File: src/rtl/nrd_pkg.sv
package nrd_pkg;

    typedef enum logic [3:0] {
        ST_IDLE,
        ST_PG_CMD,
        ST_ARM,
        ST_DCOL,
        ST_DREAD,
        ST_SCOL,
        ST_EREAD,
        ST_BB_CMD,
        ST_BB_READ
    } rdr_state_e;

    localparam logic OP_PAGE_READ = 1'b0;
    localparam logic OP_COL_MOVE  = 1'b1;

endpackage

File: src/rtl/nrd_strobe.sv
module nrd_strobe #(
    parameter int DQ_W   = 8,
    parameter int RE_LOW = 3
) (
    input  logic            clk,
    input  logic            rst_n,
    input  logic            fire,
    input  logic [DQ_W-1:0] dq,
    output logic            re_n,
    output logic            busy,
    output logic            got,
    output logic [DQ_W-1:0] word
);
    localparam int CNT_W = $clog2(RE_LOW + 1);
    localparam logic [CNT_W-1:0] CNT_LAST = CNT_W'(RE_LOW - 1);

    logic             active_q;
    logic [CNT_W-1:0] cnt_q;

    always_ff @(posedge clk or negedge rst_n) begin
        if (!rst_n) begin
            active_q <= 1'b0;
            cnt_q    <= '0;
            got      <= 1'b0;
            word     <= '0;
        end else begin
            got <= 1'b0;
            if (active_q) begin
                if (cnt_q == CNT_LAST) begin
                    active_q <= 1'b0;
                    cnt_q    <= '0;
                    got      <= 1'b1;
                    word     <= dq;
                end else begin
                    cnt_q <= cnt_q + 1'b1;
                end
            end else if (fire) begin
                active_q <= 1'b1;
                cnt_q    <= '0;
            end
        end
    end

    assign re_n = ~active_q;
    assign busy = active_q;

    // Independent low-phase length counter for the width check
    logic [CNT_W-1:0] low_run_q;
    always_ff @(posedge clk or negedge rst_n) begin
        if (!rst_n) low_run_q <= '0;
        else if (re_n) low_run_q <= '0;
        else if (low_run_q != CNT_W'(RE_LOW)) low_run_q <= low_run_q + 1'b1;
    end

    AST_RE_MIN_LOW: assert property (@(posedge clk) disable iff (!rst_n)
        $rose(re_n) |-> low_run_q >= CNT_W'(RE_LOW));
    AST_NO_FIRE_BUSY: assert property (@(posedge clk) disable iff (!rst_n)
        fire |-> re_n);

endmodule

File: src/rtl/nrd_ecc_store.sv
module nrd_ecc_store #(
    parameter int DQ_W  = 8,
    parameter int TOTAL = 12,
    parameter int IDX_W = 4
) (
    input  logic                  clk,
    input  logic                  rst_n,
    input  logic                  we,
    input  logic [IDX_W-1:0]      idx,
    input  logic [DQ_W-1:0]       wdata,
    output logic [TOTAL*DQ_W-1:0] codes
);
    generate
        for (genvar i = 0; i < TOTAL; i++) begin : g_slot
            always_ff @(posedge clk or negedge rst_n) begin
                if (!rst_n) codes[i*DQ_W +: DQ_W] <= '0;
                else if (we && idx == IDX_W'(i)) codes[i*DQ_W +: DQ_W] <= wdata;
            end
        end
    endgenerate

    AST_IDX_RANGE: assert property (@(posedge clk) disable iff (!rst_n)
        we |-> idx < IDX_W'(TOTAL));

endmodule

File: src/rtl/nand_ecc_page_reader.sv
module nand_ecc_page_reader
    import nrd_pkg::*;
#(
    parameter int PAGE_WORDS = 2048,
    parameter int CHUNK      = 512,
    parameter int EBYTES     = 3,
    parameter int ECC_POS0   = 40,
    parameter int MARK_POS   = 0,
    parameter int RE_LOW     = 3,
    parameter int DQ_W       = 8,
    parameter int BLK_W      = 10,
    parameter int PG_W       = 6,
    parameter int COL_W      = 12,
    localparam int STEPS     = PAGE_WORDS / CHUNK,
    localparam int STEP_W    = (STEPS > 1) ? $clog2(STEPS) : 1,
    localparam int ECC_TOTAL = STEPS * EBYTES,
    localparam int ROW_W     = BLK_W + PG_W
) (
    input  logic                      clk,
    input  logic                      rst_n,
    input  logic                      go,
    input  logic                      mode_bbm,
    input  logic [BLK_W-1:0]          blk_addr,
    input  logic [PG_W-1:0]           pg_addr,
    output logic                      seq_start,
    output logic                      seq_op,
    output logic [COL_W-1:0]          seq_col,
    output logic [ROW_W-1:0]          seq_row,
    input  logic                      seq_done,
    output logic                      nand_re_n,
    input  logic [DQ_W-1:0]           nand_dq,
    output logic                      ecc_arm,
    output logic [ECC_TOTAL*DQ_W-1:0] ecc_codes,
    output logic                      dout_valid,
    input  logic                      dout_ready,
    output logic [DQ_W-1:0]           dout_data,
    output logic [STEP_W-1:0]         dout_step,
    output logic                      dout_last,
    output logic                      busy,
    output logic                      bb_done,
    output logic                      bb_bad
);
    localparam int CNT_W  = $clog2(((CHUNK > EBYTES) ? CHUNK : EBYTES) + 1);
    localparam int EIDX_W = $clog2(ECC_TOTAL + 1);
    localparam logic [CNT_W-1:0]  CHUNK_LAST = CNT_W'(CHUNK - 1);
    localparam logic [CNT_W-1:0]  EB_LAST    = CNT_W'(EBYTES - 1);
    localparam logic [STEP_W-1:0] STEP_LAST  = STEP_W'(STEPS - 1);
    localparam logic [COL_W-1:0]  SPARE_BASE = COL_W'(PAGE_WORDS + ECC_POS0);
    localparam logic [COL_W-1:0]  MARK_COL   = COL_W'(PAGE_WORDS + MARK_POS);

    rdr_state_e state_q, state_d;

    logic              cmd_sent_q;
    logic              cmd_state;
    logic              cmd_ack;
    logic              rd_fire;
    logic              rd_busy;
    logic              rd_got;
    logic [DQ_W-1:0]   rd_word;
    logic [ROW_W-1:0]  row_q;
    logic [STEP_W-1:0] step_q;
    logic [CNT_W-1:0]  wcnt_q;
    logic [EIDX_W-1:0] eidx_q;
    logic [COL_W-1:0]  data_pos_q;
    logic [COL_W-1:0]  spare_pos_q;
    logic              hold_v_q;
    logic [DQ_W-1:0]   hold_d_q;
    logic [STEP_W-1:0] hold_s_q;
    logic              hold_l_q;
    logic              bb_done_q;
    logic              bb_bad_q;
    logic              ecc_we;

    assign cmd_ack = cmd_sent_q && seq_done;

    // State register
    always_ff @(posedge clk or negedge rst_n) begin
        if (!rst_n) state_q <= ST_IDLE;
        else        state_q <= state_d;
    end

    // Next state
    always_comb begin
        state_d = state_q;
        unique case (state_q)
            ST_IDLE:    if (go) state_d = mode_bbm ? ST_BB_CMD : ST_PG_CMD;
            ST_PG_CMD:  if (cmd_ack) state_d = ST_ARM;
            ST_ARM:     state_d = ST_DCOL;
            ST_DCOL:    if (cmd_ack) state_d = ST_DREAD;
            ST_DREAD:   if (rd_got && wcnt_q == CHUNK_LAST) state_d = ST_SCOL;
            ST_SCOL:    if (cmd_ack) state_d = ST_EREAD;
            ST_EREAD:   if (rd_got && wcnt_q == EB_LAST)
                            state_d = (step_q == STEP_LAST) ? ST_IDLE : ST_ARM;
            ST_BB_CMD:  if (cmd_ack) state_d = ST_BB_READ;
            ST_BB_READ: if (rd_got) state_d = ST_IDLE;
            default:    state_d = ST_IDLE;
        endcase
    end

    // Outputs of the state machine
    always_comb begin
        cmd_state = 1'b0;
        seq_op    = OP_PAGE_READ;
        seq_col   = '0;
        ecc_arm   = 1'b0;
        rd_fire   = 1'b0;
        unique case (state_q)
            ST_PG_CMD:  cmd_state = 1'b1;
            ST_ARM:     ecc_arm = 1'b1;
            ST_DCOL: begin
                cmd_state = 1'b1;
                seq_op    = OP_COL_MOVE;
                seq_col   = data_pos_q;
            end
            ST_DREAD:   rd_fire = !rd_busy && !rd_got && !hold_v_q;
            ST_SCOL: begin
                cmd_state = 1'b1;
                seq_op    = OP_COL_MOVE;
                seq_col   = spare_pos_q;
            end
            ST_EREAD:   rd_fire = !rd_busy && !rd_got;
            ST_BB_CMD: begin
                cmd_state = 1'b1;
                seq_col   = MARK_COL;
            end
            ST_BB_READ: rd_fire = !rd_busy && !rd_got;
            default: ;
        endcase
        seq_start = cmd_state && !cmd_sent_q;
    end

    assign seq_row = row_q;
    assign busy    = (state_q != ST_IDLE);
    assign ecc_we  = (state_q == ST_EREAD) && rd_got;

    // Datapath registers
    always_ff @(posedge clk or negedge rst_n) begin
        if (!rst_n) begin
            cmd_sent_q  <= 1'b0;
            row_q       <= '0;
            step_q      <= '0;
            wcnt_q      <= '0;
            eidx_q      <= '0;
            data_pos_q  <= '0;
            spare_pos_q <= '0;
            hold_v_q    <= 1'b0;
            hold_d_q    <= '0;
            hold_s_q    <= '0;
            hold_l_q    <= 1'b0;
            bb_done_q   <= 1'b0;
            bb_bad_q    <= 1'b0;
        end else begin
            bb_done_q <= 1'b0;
            if (seq_start)     cmd_sent_q <= 1'b1;
            else if (cmd_ack)  cmd_sent_q <= 1'b0;

            if (state_q == ST_IDLE && go) begin
                row_q       <= {blk_addr, (mode_bbm ? {PG_W{1'b0}} : pg_addr)};
                step_q      <= '0;
                wcnt_q      <= '0;
                eidx_q      <= '0;
                data_pos_q  <= '0;
                spare_pos_q <= SPARE_BASE;
            end

            if (dout_valid && dout_ready) hold_v_q <= 1'b0;

            if (state_q == ST_DREAD && rd_got) begin
                hold_v_q <= 1'b1;
                hold_d_q <= rd_word;
                hold_s_q <= step_q;
                hold_l_q <= (wcnt_q == CHUNK_LAST);
                wcnt_q   <= (wcnt_q == CHUNK_LAST) ? '0 : wcnt_q + 1'b1;
            end

            if (ecc_we) begin
                eidx_q <= eidx_q + 1'b1;
                if (wcnt_q == EB_LAST) begin
                    wcnt_q      <= '0;
                    step_q      <= step_q + 1'b1;
                    data_pos_q  <= data_pos_q + COL_W'(CHUNK);
                    spare_pos_q <= spare_pos_q + COL_W'(EBYTES);
                end else begin
                    wcnt_q <= wcnt_q + 1'b1;
                end
            end

            if (state_q == ST_BB_READ && rd_got) begin
                bb_done_q <= 1'b1;
                bb_bad_q  <= (rd_word != {DQ_W{1'b1}});
            end
        end
    end

    assign dout_valid = hold_v_q;
    assign dout_data  = hold_d_q;
    assign dout_step  = hold_s_q;
    assign dout_last  = hold_l_q;
    assign bb_done    = bb_done_q;
    assign bb_bad     = bb_bad_q;

    nrd_strobe #(.DQ_W(DQ_W), .RE_LOW(RE_LOW)) strobe_i (
        .clk   (clk),
        .rst_n (rst_n),
        .fire  (rd_fire),
        .dq    (nand_dq),
        .re_n  (nand_re_n),
        .busy  (rd_busy),
        .got   (rd_got),
        .word  (rd_word)
    );

    nrd_ecc_store #(.DQ_W(DQ_W), .TOTAL(ECC_TOTAL), .IDX_W(EIDX_W)) store_i (
        .clk   (clk),
        .rst_n (rst_n),
        .we    (ecc_we),
        .idx   (eidx_q),
        .wdata (rd_word),
        .codes (ecc_codes)
    );

    // Outstanding-command tracker, separate from the state machine
    logic ast_outst_q;
    always_ff @(posedge clk or negedge rst_n) begin
        if (!rst_n)        ast_outst_q <= 1'b0;
        else if (seq_start) ast_outst_q <= 1'b1;
        else if (seq_done)  ast_outst_q <= 1'b0;
    end

    AST_ONE_CMD: assert property (@(posedge clk) disable iff (!rst_n)
        seq_start |-> !ast_outst_q);
    AST_START_PULSE: assert property (@(posedge clk) disable iff (!rst_n)
        seq_start |=> !seq_start);
    AST_HOLD_STABLE: assert property (@(posedge clk) disable iff (!rst_n)
        dout_valid && !dout_ready |=> dout_valid && $stable(dout_data) && $stable(dout_last));
    AST_IDLE_QUIET: assert property (@(posedge clk) disable iff (!rst_n)
        !busy |-> nand_re_n && !ecc_arm);
    AST_BB_PULSE: assert property (@(posedge clk) disable iff (!rst_n)
        bb_done |=> !bb_done);

endmodule

File: config.mk
export PLATFORM = sky130hd
export DESIGN_NAME = nand_ecc_page_reader
export DESIGN_NICKNAME = d
export VERILOG_FILES = /design/src/rtl/nrd_pkg.sv /design/src/rtl/nrd_strobe.sv /design/src/rtl/nrd_ecc_store.sv /design/src/rtl/nand_ecc_page_reader.sv
export SDC_FILE = /design/constraint.sdc
export NUM_CORES = 1
export LEC_CHECK = 0
export BUFFER_PORTS_ARGS = -buffer_cell sky130_fd_sc_hd__buf_2
export CORE_MARGIN = 2
export CORE_UTILIZATION = 43
export DETAILED_ROUTE_END_ITERATION = 7
export GPL_ROUTABILITY_DRIVEN = 0
export MAX_ROUTING_LAYER = met4
export PLACE_DENSITY = 0.73
export SYNTH_ARGS = -nofsm -noshare
export SYNTH_HDL_FRONTEND = slang
export SYNTH_HIERARCHICAL = 1
export SYNTH_SLANG_ARGS = --single-unit
File: constraint.sdc
create_clock -name clk -period 5.3 [get_ports clk]
set_input_delay 1.325 -clock clk [delete_from_list [all_inputs] [get_ports clk]]
set_output_delay 1.325 -clock clk [all_outputs]
set_load 0.02 [all_outputs]
==> out/metrics.yaml <==
sta:
  tns_ns: 0
  rsz0062_at_grt: "no"
  hold_viol_final: 0
  finClkSkew_ns: 0.0118
  drv_slew: 0
  setup_ws_ns: 1.52
  max_slew_margin_pct: 21.8
  post-route-period-util_pct: 71.4
  setup_viol: 0
  worstMarginPinSlew_ns: 1.16
  fmax_ghz: 0.264
  fin_crit_ns: 3.78
worst_setup_path:
  crit_chain: "nand2_1 > nor3_1 > a22o_1 > buf_2"
  crit_slowest_cell: "nor3_1"
  worstReg2RegEnd: "store_i/codes[17]"
  critPathKind: "flip-flop to primary output"
  r2r-start: "state_q[2]"
  crit_required_ns: 3.97
  crit_fanout: 12
  start_kind: "flip-flop"
  slowest_delay_ns: 0.90
  crit_start: "state_q[0]"
  r2r_cells: 6
  arrival_ns: 2.46
  cp-end-kind: "primary output"
  reg2reg_setup_slack_ns: 2.43
  crit_end: "seq_col[3]"
global_routing:
  grt_start_max_net_pins: 136
  grt_pass1_vias: 5329
  grt_pass1_wl_um: 29500
  antenna_found_initial: 1
  grt_use_total_pct: 19.8
  grt-ovfl-total: 0
floorplan:
  initial_core_util_pct: 43.7
  die_x_um: 139
  pin_count: 173
  fp.dieH_um: 139
  core_area_sq_um: 18000
  row_count: 49
  dieArea_sq_um: 19400
drt:
  drc: 0
  wl_met3_um: 631
  vias: 5418
  wirelength_um: 18100
  drt_pre_antenna_iters: 4
  highest_layer: "met4"
  drtIter0Drc: 363
  ant_nets: 0
  met1_length_um: 8590
  viasPerCell: 5.18
  routed-wl-met2_um: 8460
  post_drt_wl_per_cell_um: 17.3
clocking:
  cts_buffers: 17
  htree_levels: 4
  clk_latency_ns: 0.42
  cts_hold_buffers: 0
  cts_root_buffer: "clkbuf_16"
  cts_buffer_depth: 2
  clock-sinks: 183
  clk_pin_slew_ns: 0.07
  ctsResizeCount: 0
  cts_tree: "done"
  cts_setup_buffers: 0
hold_path:
  hp-start: "seq_row[4]"
  hp-class: "flip-flop to flip-flop"
final_layout:
  drive_above_1_share_pct: 40.2
  regArea_sq_um: 4580
  design_area_sq_um: 9460
  syn_to_final_growth_pct: 20.5
  multi_input_area_sq_um: 3050
  fin_nets: 838
  final_cells: 1045
  fillCellCount: 1582
yosys:
  netlist.area_leader.share_pct: 58.3
  synth_largest_area_cell: "dfrtp_1"
  synth_area_per_cell_sq_um: 12.2
  synth_area_leaders: "dfrtp_1 58%, mux2_2 11%, nand2_1 5.0%, mux2_4 5.0%, a22o_1 1.6%"
  synth_edf_count: 0
  ys.flop_type: "dfrtp_1"
  yosys_register_bits: 183
  syn-cell-area_sq_um: 7860
  synth_seq_area_share_pct: 58.3
  synth-warning-count: 6
  post_synth_num_cell_types: 54
  synth_cells: 643
  async_flop_share_pct: 100
  synth.net_count: 679
power:
  power_density_nw_per_um2: 439
  vdd.ir_drop.worst_mv: 0.269
  p_leak_nw: 5.22
placement:
  dp_slack_ns: 2.00
  hpwlAfterDp_um: 12300
  place.port_buffers: 172
  placed_cells: 1012
  post_dp_cell_area_sq_um: 8850
run_status:
  run_status: "complete, no violations"
run:
  maxCapViolCount: 0
kinds of logic after synthesis:
| kind of cell | synth area share, % |
|---|---|
| AND/OR/NAND/NOR | 14.8 |
| adder cells (fa/ha/maj) | 0.956 |
| XOR/XNOR | 0.557 |
| flip-flops | 58.3 |
| AO/OA/AOI/OAI | 5.11 |
| multiplexers | 17.4 |
| buffers and inverters | 2.87 |
per-layer routing:
| layer | global-route usage [%] | up-vias |
|---|---|---|
| met5 | - | - |
| met4 | 7.39 | 0 |
| met3 | 3.45 | 26 |
| met2 | 29.9 | 143 |
| met1 | 26.9 | 2696 |
| li1 | - | 2553 |
layout make-up:
| cell class | instances | area share [%] |
|---|---|---|
| clock buffer | 20 | 4.72 |
| clock inverter | 12 | 1.72 |
| sequential | 183 | 48.4 |
| timing repair buffer | 174 | 9.45 |
| tap | 229 | 3.03 |
| inverter | 11 | 0.436 |
| multi-input combinational | 415 | 32.2 |
| antenna | 1 | 0.0264 |
registers in the layout, summed over array words and instances, names as in the netlist, 4 cells and up:
name           flops
strobe_i/word      8
dout_data          8
wcnt_q            10
seq_row           16
spare_pos_q       12
state_q            4
data_pos_q        12
store_i/codes     96
eidx_q             4
cell usage in the layout (no fill, tap or decap), types with 7 or more instances in the layout:
| master | netlist | layout |
|---|---|---|
| a21oi_1 | 10 | 10 |
| a22o_1 | 14 | 14 |
| and2_1 | 9 | 9 |
| buf_2 | 3 | 171 |
| clkbuf_16 | 0 | 17 |
| dfrtp_1 | 183 | 183 |
| inv_1 | 11 | 11 |
| mux2_2 | 79 | 79 |
| mux2_4 | 26 | 26 |
| mux2i_1 | 9 | 9 |
| nand2_1 | 105 | 105 |
| nand3_1 | 21 | 21 |
| nand3b_1 | 9 | 9 |
| nand4_1 | 7 | 7 |
| nor2_1 | 24 | 24 |
| nor3_1 | 11 | 11 |
| o21ai_0 | 14 | 14 |
synth_stat cells (7+ instances only):
| library cell | n |
|---|---|
| dfrtp_1 | 183 |
| nand2_1 | 105 |
| mux2_2 | 79 |
| mux2_4 | 26 |
| clkbuf_1 | 24 |
| nor2_1 | 24 |
| nand3_1 | 21 |
| a22o_1 | 14 |
| o21ai_0 | 14 |
| inv_1 | 11 |
| nor3_1 | 11 |
| a21oi_1 | 10 |
| and2_1 | 9 |
| mux2i_1 | 9 |
| nand3b_1 | 9 |
| buf_6 | 7 |
| nand4_1 | 7 |
worst max-delay path, delay by kind of cell (launching register included):
kind	cells	cell delay, ns
and+or+nand+nor	2	1.05
DFF	1	0.55
buffers and inverters	1	0.17
AOI/OAI and AO/OA	1	0.28
metrics by stage:
step / power [mW] / hold WS, ns / util [%]
after floorplan: 2.51 / 0.440 / -
after global placement: 2.85 / 0.446 / 49.3
after detailed placement: 2.88 / 0.454 / 49.3
after CTS: 4.20 / 0.472 / 52.7
after global routing: 4.40 / 0.497 / 52.7
final: 4.16 / 0.467 / 52.7
worst min-delay path by stage:
stage / endpoint / slack [ns] / depth (start not counted)
CTS: seq_row[5] / 0.47 / 2
detailed placement: seq_row[1] / 0.45 / 2
global route: seq_row[12] / 0.50 / 2
finish: seq_row[4] / 0.47 / 2
floorplan: spare_pos_q[11] / 0.44 / 1
global placement: seq_row[1] / 0.45 / 2
power breakdown:
group	total, mW	switching, mW	internal (mW)	leakage [nW]
Clock	1.31	0.544	0.764	0.298
Sequential	1.95	0.366	1.59	2.48
Combinational	0.893	0.526	0.367	2.43
(Power assumes the default switching activity.)
